$ cat config.mk
export PLATFORM = sky130hd
export DESIGN_NAME = win_reg_bridge
export DESIGN_NICKNAME = d
export VERILOG_FILES = /design/src/rtl/win_bridge_pkg.sv /design/src/rtl/win_ctrl.sv /design/src/rtl/win_datapath.sv /design/src/rtl/reg_bank_model.sv /design/src/rtl/win_reg_bridge.sv
export SDC_FILE = /design/constraint.sdc
export NUM_CORES = 2
export LEC_CHECK = 0
export BUFFER_PORTS_ARGS = -buffer_cell sky130_fd_sc_hd__buf_2
export CORE_MARGIN = 3
export CORE_UTILIZATION = 55
export DETAILED_ROUTE_END_ITERATION = 16
export PLACE_DENSITY = 0.67
export SETUP_SLACK_MARGIN = 0.05
export SYNTH_ARGS = -nofsm -noshare
export SYNTH_HDL_FRONTEND = slang
export SYNTH_SLANG_ARGS = --single-unit
$ cat constraint.sdc
create_clock -name clk -period 2.6 [get_ports clk]
set_input_delay 0.65 -clock clk [delete_from_list [all_inputs] [get_ports clk]]
set_output_delay 0.65 -clock clk [all_outputs]
set_load 0.005 [all_outputs]
$ cat src/rtl/win_bridge_pkg.sv
package win_bridge_pkg;
  localparam int WIN_W      = 32;
  localparam int BYTE_W     = 8;
  localparam int REG_COUNT  = 1 << BYTE_W;
  localparam int DIR_BIT    = 16;
  localparam int BUSY_BIT   = 23;
  localparam int RDATA_LSB  = 24;

  typedef struct packed {
    logic accept;  // window command captured this edge
    logic issue;   // internal access presented this cycle
    logic finish;  // busy drops at this edge
  } winStrobe_t;
endpackage

$ cat src/rtl/win_ctrl.sv
module win_ctrl
  import win_bridge_pkg::*;
#(
  parameter int BUSY_CYCLES = 4
) (
  input  logic       clk,
  input  logic       rstN,
  input  logic       hostWrEn,
  output winStrobe_t strb,
  output logic       busy
);
  localparam int CW = $clog2(BUSY_CYCLES + 1);

  logic [CW-1:0] cnt;
  logic          issueQ;

  always_comb begin
    strb.accept = hostWrEn && !busy;
    strb.issue  = issueQ;
    strb.finish = busy && (cnt == '0);
  end

  always_ff @(posedge clk or negedge rstN) begin
    if (!rstN) begin
      busy   <= 1'b0;
      cnt    <= '0;
      issueQ <= 1'b0;
    end else begin
      issueQ <= strb.accept;
      if (strb.accept) begin
        busy <= 1'b1;
        cnt  <= CW'(BUSY_CYCLES - 1);
      end else if (busy) begin
        if (cnt == '0) busy <= 1'b0;
        else           cnt  <= cnt - 1'b1;
      end
    end
  end
endmodule

$ cat src/rtl/win_datapath.sv
module win_datapath
  import win_bridge_pkg::*;
(
  input  logic              clk,
  input  logic              rstN,
  input  winStrobe_t        strb,
  input  logic              busy,
  input  logic [WIN_W-1:0]  hostWrData,
  input  logic [BYTE_W-1:0] bankRdata,
  output logic              bankReq,
  output logic              bankWe,
  output logic [BYTE_W-1:0] bankAddr,
  output logic [BYTE_W-1:0] bankWdata,
  output logic [WIN_W-1:0]  window
);
  logic [BYTE_W-1:0] addrQ;
  logic [BYTE_W-1:0] wdataQ;
  logic              dirQ;
  logic [BYTE_W-1:0] rdByte;
  logic              unusedHiBits;

  assign unusedHiBits = ^hostWrData[WIN_W-1:DIR_BIT+1];

  always_ff @(posedge clk or negedge rstN) begin
    if (!rstN) begin
      addrQ  <= '0;
      wdataQ <= '0;
      dirQ   <= 1'b0;
      rdByte <= '0;
    end else begin
      if (strb.accept) begin
        addrQ  <= hostWrData[BYTE_W-1:0];
        wdataQ <= hostWrData[2*BYTE_W-1:BYTE_W];
        dirQ   <= hostWrData[DIR_BIT];
      end
      if (strb.finish && !dirQ) rdByte <= bankRdata;
    end
  end

  assign bankReq   = strb.issue;
  assign bankWe    = dirQ;
  assign bankAddr  = addrQ;
  assign bankWdata = wdataQ;

  always_comb begin
    window                            = '0;
    window[BYTE_W-1:0]                = addrQ;
    window[2*BYTE_W-1:BYTE_W]         = wdataQ;
    window[DIR_BIT]                   = dirQ;
    window[BUSY_BIT]                  = busy;
    window[WIN_W-1:RDATA_LSB]         = rdByte;
  end
endmodule

$ cat src/rtl/reg_bank_model.sv
module reg_bank_model
  import win_bridge_pkg::*;
#(
  parameter int RD_LATENCY = 2
) (
  input  logic              clk,
  input  logic              rstN,
  input  logic              req,
  input  logic              we,
  input  logic [BYTE_W-1:0] addr,
  input  logic [BYTE_W-1:0] wdata,
  output logic [BYTE_W-1:0] rdata
);
  logic [BYTE_W-1:0] mem  [REG_COUNT];
  logic [BYTE_W-1:0] pipe [RD_LATENCY];

  always_ff @(posedge clk or negedge rstN) begin
    if (!rstN) begin
      for (int i = 0; i < REG_COUNT; i++) mem[i] <= '0;
    end else if (req && we) begin
      mem[addr] <= wdata;
    end
  end

  always_ff @(posedge clk or negedge rstN) begin
    if (!rstN) pipe[0] <= '0;
    else if (req && !we) pipe[0] <= mem[addr];
  end

  for (genvar s = 1; s < RD_LATENCY; s++) begin : g_stage
    always_ff @(posedge clk or negedge rstN) begin
      if (!rstN) pipe[s] <= '0;
      else       pipe[s] <= pipe[s-1];
    end
  end

  assign rdata = pipe[RD_LATENCY-1];
endmodule

$ cat src/rtl/win_reg_bridge.sv
module win_reg_bridge
  import win_bridge_pkg::*;
#(
  parameter int RD_LATENCY = 2,
  parameter int BUSY_SLACK = 2  // at least 1: busy outlasts the read pipe
) (
  input  logic        clk,
  input  logic        rstN,
  input  logic        hostWrEn,
  input  logic [31:0] hostWrData,
  output logic [31:0] hostRdData
);
  localparam int BUSY_CYCLES = RD_LATENCY + BUSY_SLACK;

  winStrobe_t        strb;
  logic              busy;
  logic              bankReq;
  logic              bankWe;
  logic [BYTE_W-1:0] bankAddr;
  logic [BYTE_W-1:0] bankWdata;
  logic [BYTE_W-1:0] bankRdata;

  win_ctrl #(.BUSY_CYCLES(BUSY_CYCLES)) u_ctrl (
    .clk(clk), .rstN(rstN), .hostWrEn(hostWrEn), .strb(strb), .busy(busy)
  );

  win_datapath u_dp (
    .clk(clk), .rstN(rstN), .strb(strb), .busy(busy),
    .hostWrData(hostWrData), .bankRdata(bankRdata),
    .bankReq(bankReq), .bankWe(bankWe), .bankAddr(bankAddr),
    .bankWdata(bankWdata), .window(hostRdData)
  );

  reg_bank_model #(.RD_LATENCY(RD_LATENCY)) u_bank (
    .clk(clk), .rstN(rstN), .req(bankReq), .we(bankWe),
    .addr(bankAddr), .wdata(bankWdata), .rdata(bankRdata)
  );
endmodule

Word-level counts from Yosys, hierarchy flattened:

Cells that the tools add are included.

* add/sub/neg operators: 1
* magnitude comparators: 2
* eq/ne operators: 1
* mux-type cells: 12
* bitwise logic cells: 1
* reductions and logical operators: 11

Operators with widths (count)
* 2048-bit bitwise mux: 1
* 8-bit binary-select mux with 8-bit select: 1
* 8-bit demux with 8-bit select: 1
* 8-bit 2-to-1 mux: 3
* 9-bit greater-or-equal comparator, second input constant: 1
* 9-bit by 1-bit less-than comparator with 1-bit output, second input constant: 1
* 3-bit 2-to-1 mux: 3
* 8-bit NOT with 9-bit output: 1
* 1-bit logical AND: 6
* 3-bit logical NOT: 1
* 1-bit 2-to-1 mux: 3
* 3-bit by 1-bit subtractor with 3-bit output, second input constant: 1
* 1-bit logical NOT: 2
* 2-bit by 1-bit != test with 1-bit output, second input constant: 1
* 2-bit AND reduction: 1
* 2-bit nonzero test: 1

* register bits: 2094
* bits of input ports: 35
* output and inout bits: 32
* word-level logic and storage cells: 293

Logic depth before layout (Yosys ltp):

* depth in word-level cells: 6
* gate-level depth with buffers: 12
* gate-level depth less buffers: 7

Hierarchy:

A second synthesis with hierarchy kept.

* cells, all modules: 6201
* area, all modules: 96198.5 sq um

By module, submodules not included
* reg_bank_model: instances 1, cells each 6100, area each 94727.1 sq um, sequential area each 51649.5 sq um
* win_datapath: instances 1, cells each 80, area each 1214.9 sq um, sequential area each 625.6 sq um
* win_ctrl: instances 1, cells each 21, area each 256.5 sq um, sequential area each 125.1 sq um

Least setup slack after synthesis:

No wires, ideal clock.

* kind: register -> register
* from: reg u_dp.addrQ[1] (netlist: u_dp.bankAddr[1])
* to: reg u_bank.pipe[13] (netlist name)
* setup time: 0.126 ns
* data arrival time: 2.330 ns
* data required time: 2.474 ns
* path slack: 0.143 ns
* cell stages (with the launch flop): 8
* clock period less this slack: 2.457 ns
* cells stage by stage: dfrtp_1 > buf_4 > buf_2 > mux4_4 > a22o_1 > a211oi_2 > o22ai_1 > a311o_1

* longest elaborated chain between the ends: 4

Ends and longest elaborated chain
* start, declared: RTL line win_datapath.sv:16 `logic [BYTE_W-1:0] addrQ;`
* start signal, assigned: RTL line win_datapath.sv:32 `addrQ <= hostWrData[BYTE_W-1:0];`
* 8-bit NOT with 9-bit output (not written as such): RTL line reg_bank_model.sv:27 `else if (req && !we) pipe[0] <= mem[addr];`
* 8-bit binary-select mux with 8-bit select: RTL line reg_bank_model.sv:27
* 8-bit 2-to-1 mux (not written as such) (2 in series): RTL line reg_bank_model.sv:27
* end, declared: RTL line reg_bank_model.sv:15 `logic [BYTE_W-1:0] pipe [RD_LATENCY];`

Every way passes these cells. The select of a mux whose other input is x is not followed.
A chain may end at the register's enable or synchronous reset.

Final worst setup path:

* from: reg u_dp.addrQ[0] (netlist: u_dp.bankAddr[0])
* to: reg u_bank.pipe[9] (netlist name)

Same word-level chain as after synthesis.

==> flow_summary.yaml <==
pwr:
  p_leak_nw: 57.41
  power.density_mw_per_mm2: 945.8
  max-vdd-ir-drop_mv: 0.9164
worst_setup_path:
  critPathArrivalTime_ns: 3.81
  endpoint_kind: "flip-flop"
  r2r_slack_ns: -0.47
  critPathMaxFanout: 7
  r2r_start: "u_dp.bankAddr[0]"
  required_ns: 3.34
  cp-start-kind: "flip-flop"
  ff2ff_path_depth: 11
  worstReg2RegEnd: "u_bank.pipe[9]"
  worstSetupPathType: "flip-flop to flip-flop"
  cp-endpoint: "u_bank.pipe[9]"
  critPathLaunch: "u_dp.bankAddr[0]"
global_route:
  grt_pass1_vias: 64090
  grt.overflow.total: 0
  track_usage_pct: 34.81
  grt_max_degree: 144
  grt_pass1_wl_um: 456600
  antenna_found_initial: 15
placed_design:
  placed_area_mm2: 0.1083
  port_buffers: 45
  hpwl_um: 210900
  dpl.cell_count: 9118
  dp_slack_ns: -0.9265
  place_congestion: 0.9454
cts:
  cts-root-buf: "clkbuf_16"
  clk_path_buf_depth: 3
  numClockSinks: 2094
  clk_pin_slew_ns: 0.06
  cts_buffers: 216
  cts_max_level: 4
  cts_tree: "yes"
  clock_latency_ns: 0.88
worst_hold_path:
  min_path_type: "primary input to flip-flop"
outcome:
  violations: "negative setup slack"
  outcome: "finished, violations left"
synth:
  syn_area_mm2: 0.09640
  synth_top_area_cell: "dfrtp_1"
  ys_ff_latch: 2094
  ys.flop_type: "dfrtp_1"
  synthArstFlopShare_pct: 100.0
  netlist.area_leader.share_pct: 54.36
  synth_commonest_cells: "2094 x dfrtp_1, 1812 x mux2_2, 411 x mux4_2, 280 x mux2_1, 266 x clkbuf_1"
  netlist_instances: 6221
  synth-edff-count: 0
  yosys.cell_count.top_type: "dfrtp_1"
  synth_cell_types: 84
  synth_area_leaders: "dfrtp_1 54%, mux2_2 21%, mux4_2 9.6%"
  avgSynthCellArea_um2: 15.50
  synth_seq_area_share_pct: 54.36
  yosysWarnings: 0
layout:
  n_fill_cell: 11540
  area_growth_pct: 24.87
  drive_above_1_share_pct: 56.58
  final_area_mm2: 0.1204
  instances_no_fill: 9680
  nets: 7192
detailed_routing:
  drtIter0Drc: 6250
  vias_per_cell: 6.437
  routed_wl_um: 313800
  vias: 62310
  drc: 0
  antenna_left: 0
  wl_per_cell_um: 32.42
  drt_pass1_iterations: 5
floorplanning:
  num_rows: 153
  start_util_pct: 55.40
  dieWidth_um: 424.7
  core_area_mm2: 0.1740
  dieHeight_um: 424.7
  num_io_pins: 67
  dieArea_mm2: 0.1803
sta:
  tns_ns: -149.12
  min_period_ns: 3.070
  setup_viol: 1585
  finClkSkew_ns: 0.04213
  fin_crit_sh_pct: 118.1
  max_slew.worst_pin.slew_ns: 0.9073
  hold_violations: 0
  slew_violations: 0
  fin_ws_ns: -0.4698
  rsz0062_at_grt: "yes"
  max_freq_mhz: 325.8
  slew_headroom_pct: 39.29
job:
  maxCapViolCount: 0
cell families after synthesis:
logic type                 Yosys count  synth area share [%]
AOI/OAI and AO/OA                  355                 2.628
and+or+nand+nor                    595                 3.757
DFF                               2094                 54.36
other                                1              0.003890
buffers and inverters              479                 2.628
muxes                             2695                 36.60
adders and majority gates            2               0.02595
stage by stage:
| stage | utilization (%) | hold WS, ns | total power, W |
|---|---|---|---|
| final | 69.18 | 0.07556 | 0.1139 |
| after global routing | 69.16 | 0.03377 | 0.1170 |
| after CTS | 68.50 | 0.03866 | 0.1118 |
| after detailed placement | 62.25 | 0.3648 | 0.07584 |
| after global placement | 62.25 | 0.3825 | 0.07524 |
| after floorplan | - | 0.3543 | 0.05636 |
timing repair:
item,in CTS,in global routing
resized for setup,464,195
endpoints found under the setup margin,2022,1962
gates cloned,15,4
setup buffers,89,30
pin swaps,83,43
hold endpoints to repair,238,0
hold buffers,12,0
cell type report:
class	instances	area (um2)	share of cell area, %
inverters	8	42.54	0.03534
multi-input cells	3653	43610	36.23
flip-flops and latches	2094	52450	43.57
clock inverters	74	930.9	0.7733
repair buffers	1182	13860	11.51
clock buffers	332	6545	5.437
diodes	12	30.03	0.02495
well taps	2325	2909	2.417
cell usage in the layout, fill, tap and decap left out, drive strengths merged, types with 10 or more instances in the layout:
| master | netlist | layout |
|---|---|---|
| a31oi | 11 | 11 |
| nand2 | 178 | 178 |
| dlygate4sd3 | 0 | 12 |
| o21ai | 47 | 47 |
| a21oi | 35 | 35 |
| a22oi | 53 | 53 |
| a211oi | 18 | 18 |
| a22o | 13 | 13 |
| a221oi | 20 | 20 |
| clkbuf | 268 | 336 |
| nand3 | 38 | 38 |
| nand4 | 16 | 16 |
| bufinv | 0 | 16 |
| dfrtp | 2094 | 2094 |
| inv | 8 | 15 |
| mux2 | 2092 | 2092 |
| nor4 | 13 | 13 |
| nor2b | 12 | 12 |
| mux4 | 445 | 445 |
| diode | 0 | 12 |
| nor3 | 26 | 26 |
| mux2i | 158 | 158 |
| nand2b | 10 | 10 |
| clkinv | 0 | 44 |
| a32oi | 12 | 12 |
| o22ai | 67 | 67 |
| buf | 203 | 1162 |
| o221ai | 18 | 18 |
| nor2 | 270 | 270 |
worst min-delay path by stage:
stage | startpoint | endpoint | slack (ns) | cells after the start
2_1_floorplan | rstN | u_bank.mem[0] | 0.35 | 0
3_3_place_gp | u_bank.pipe[12] | u_bank.rdata[4] | 0.38 | 0
3_5_place_dp | u_bank.pipe[12] | u_bank.rdata[4] | 0.36 | 0
4_1_cts | hostWrData[2] | u_dp.bankAddr[2] | 0.04 | 2
5_1_grt | hostWrData[2] | u_dp.bankAddr[2] | 0.03 | 2
6_report | hostWrData[2] | u_dp.bankAddr[2] | 0.08 | 2
registers in the layout, summed over array words and instances, names as in the netlist:
signal,count
u_bank.mem,2048
u_bank.pipe,8
u_bank.rdata,8
u_ctrl.busy,1
u_ctrl.cnt,3
u_ctrl.issueQ,1
u_dp.bankAddr,8
u_dp.bankWdata,8
u_dp.bankWe,1
u_dp.rdByte,8
critical path: stages (launching register included):
cell and delay (ns):
dfrtp_4 0.54, buf_12 0.15, buf_12 0.15, buf_12 0.14
mux4_2 0.50, mux2i_1 0.17, buf_4 0.16, o22ai_4 0.09
a211o_1 0.40, nor4_4 0.38, buf_4 0.18, o32ai_2 0.05
routing by layer:
layer	wire length, um	vias up	share of wire (%)	GRT usage (%)
li1	-	25168	-	-
met1	127200	33652	41	48.79
met2	140100	2728	45	51.21
met3	27920	756	8.9	8.168
met4	18480	6	5.9	17.48
met5	69	-	0.022	0.1613
power by group:
group	switching [W]	internal, W	total, W	leakage [nW]
logic	0.0255	0.0178	0.0433	24.6
registers	0.00267	0.0355	0.0382	29.1
clock network	0.0134	0.0189	0.0323	3.70
No activity file was read; power rests on OpenSTA's default activity.
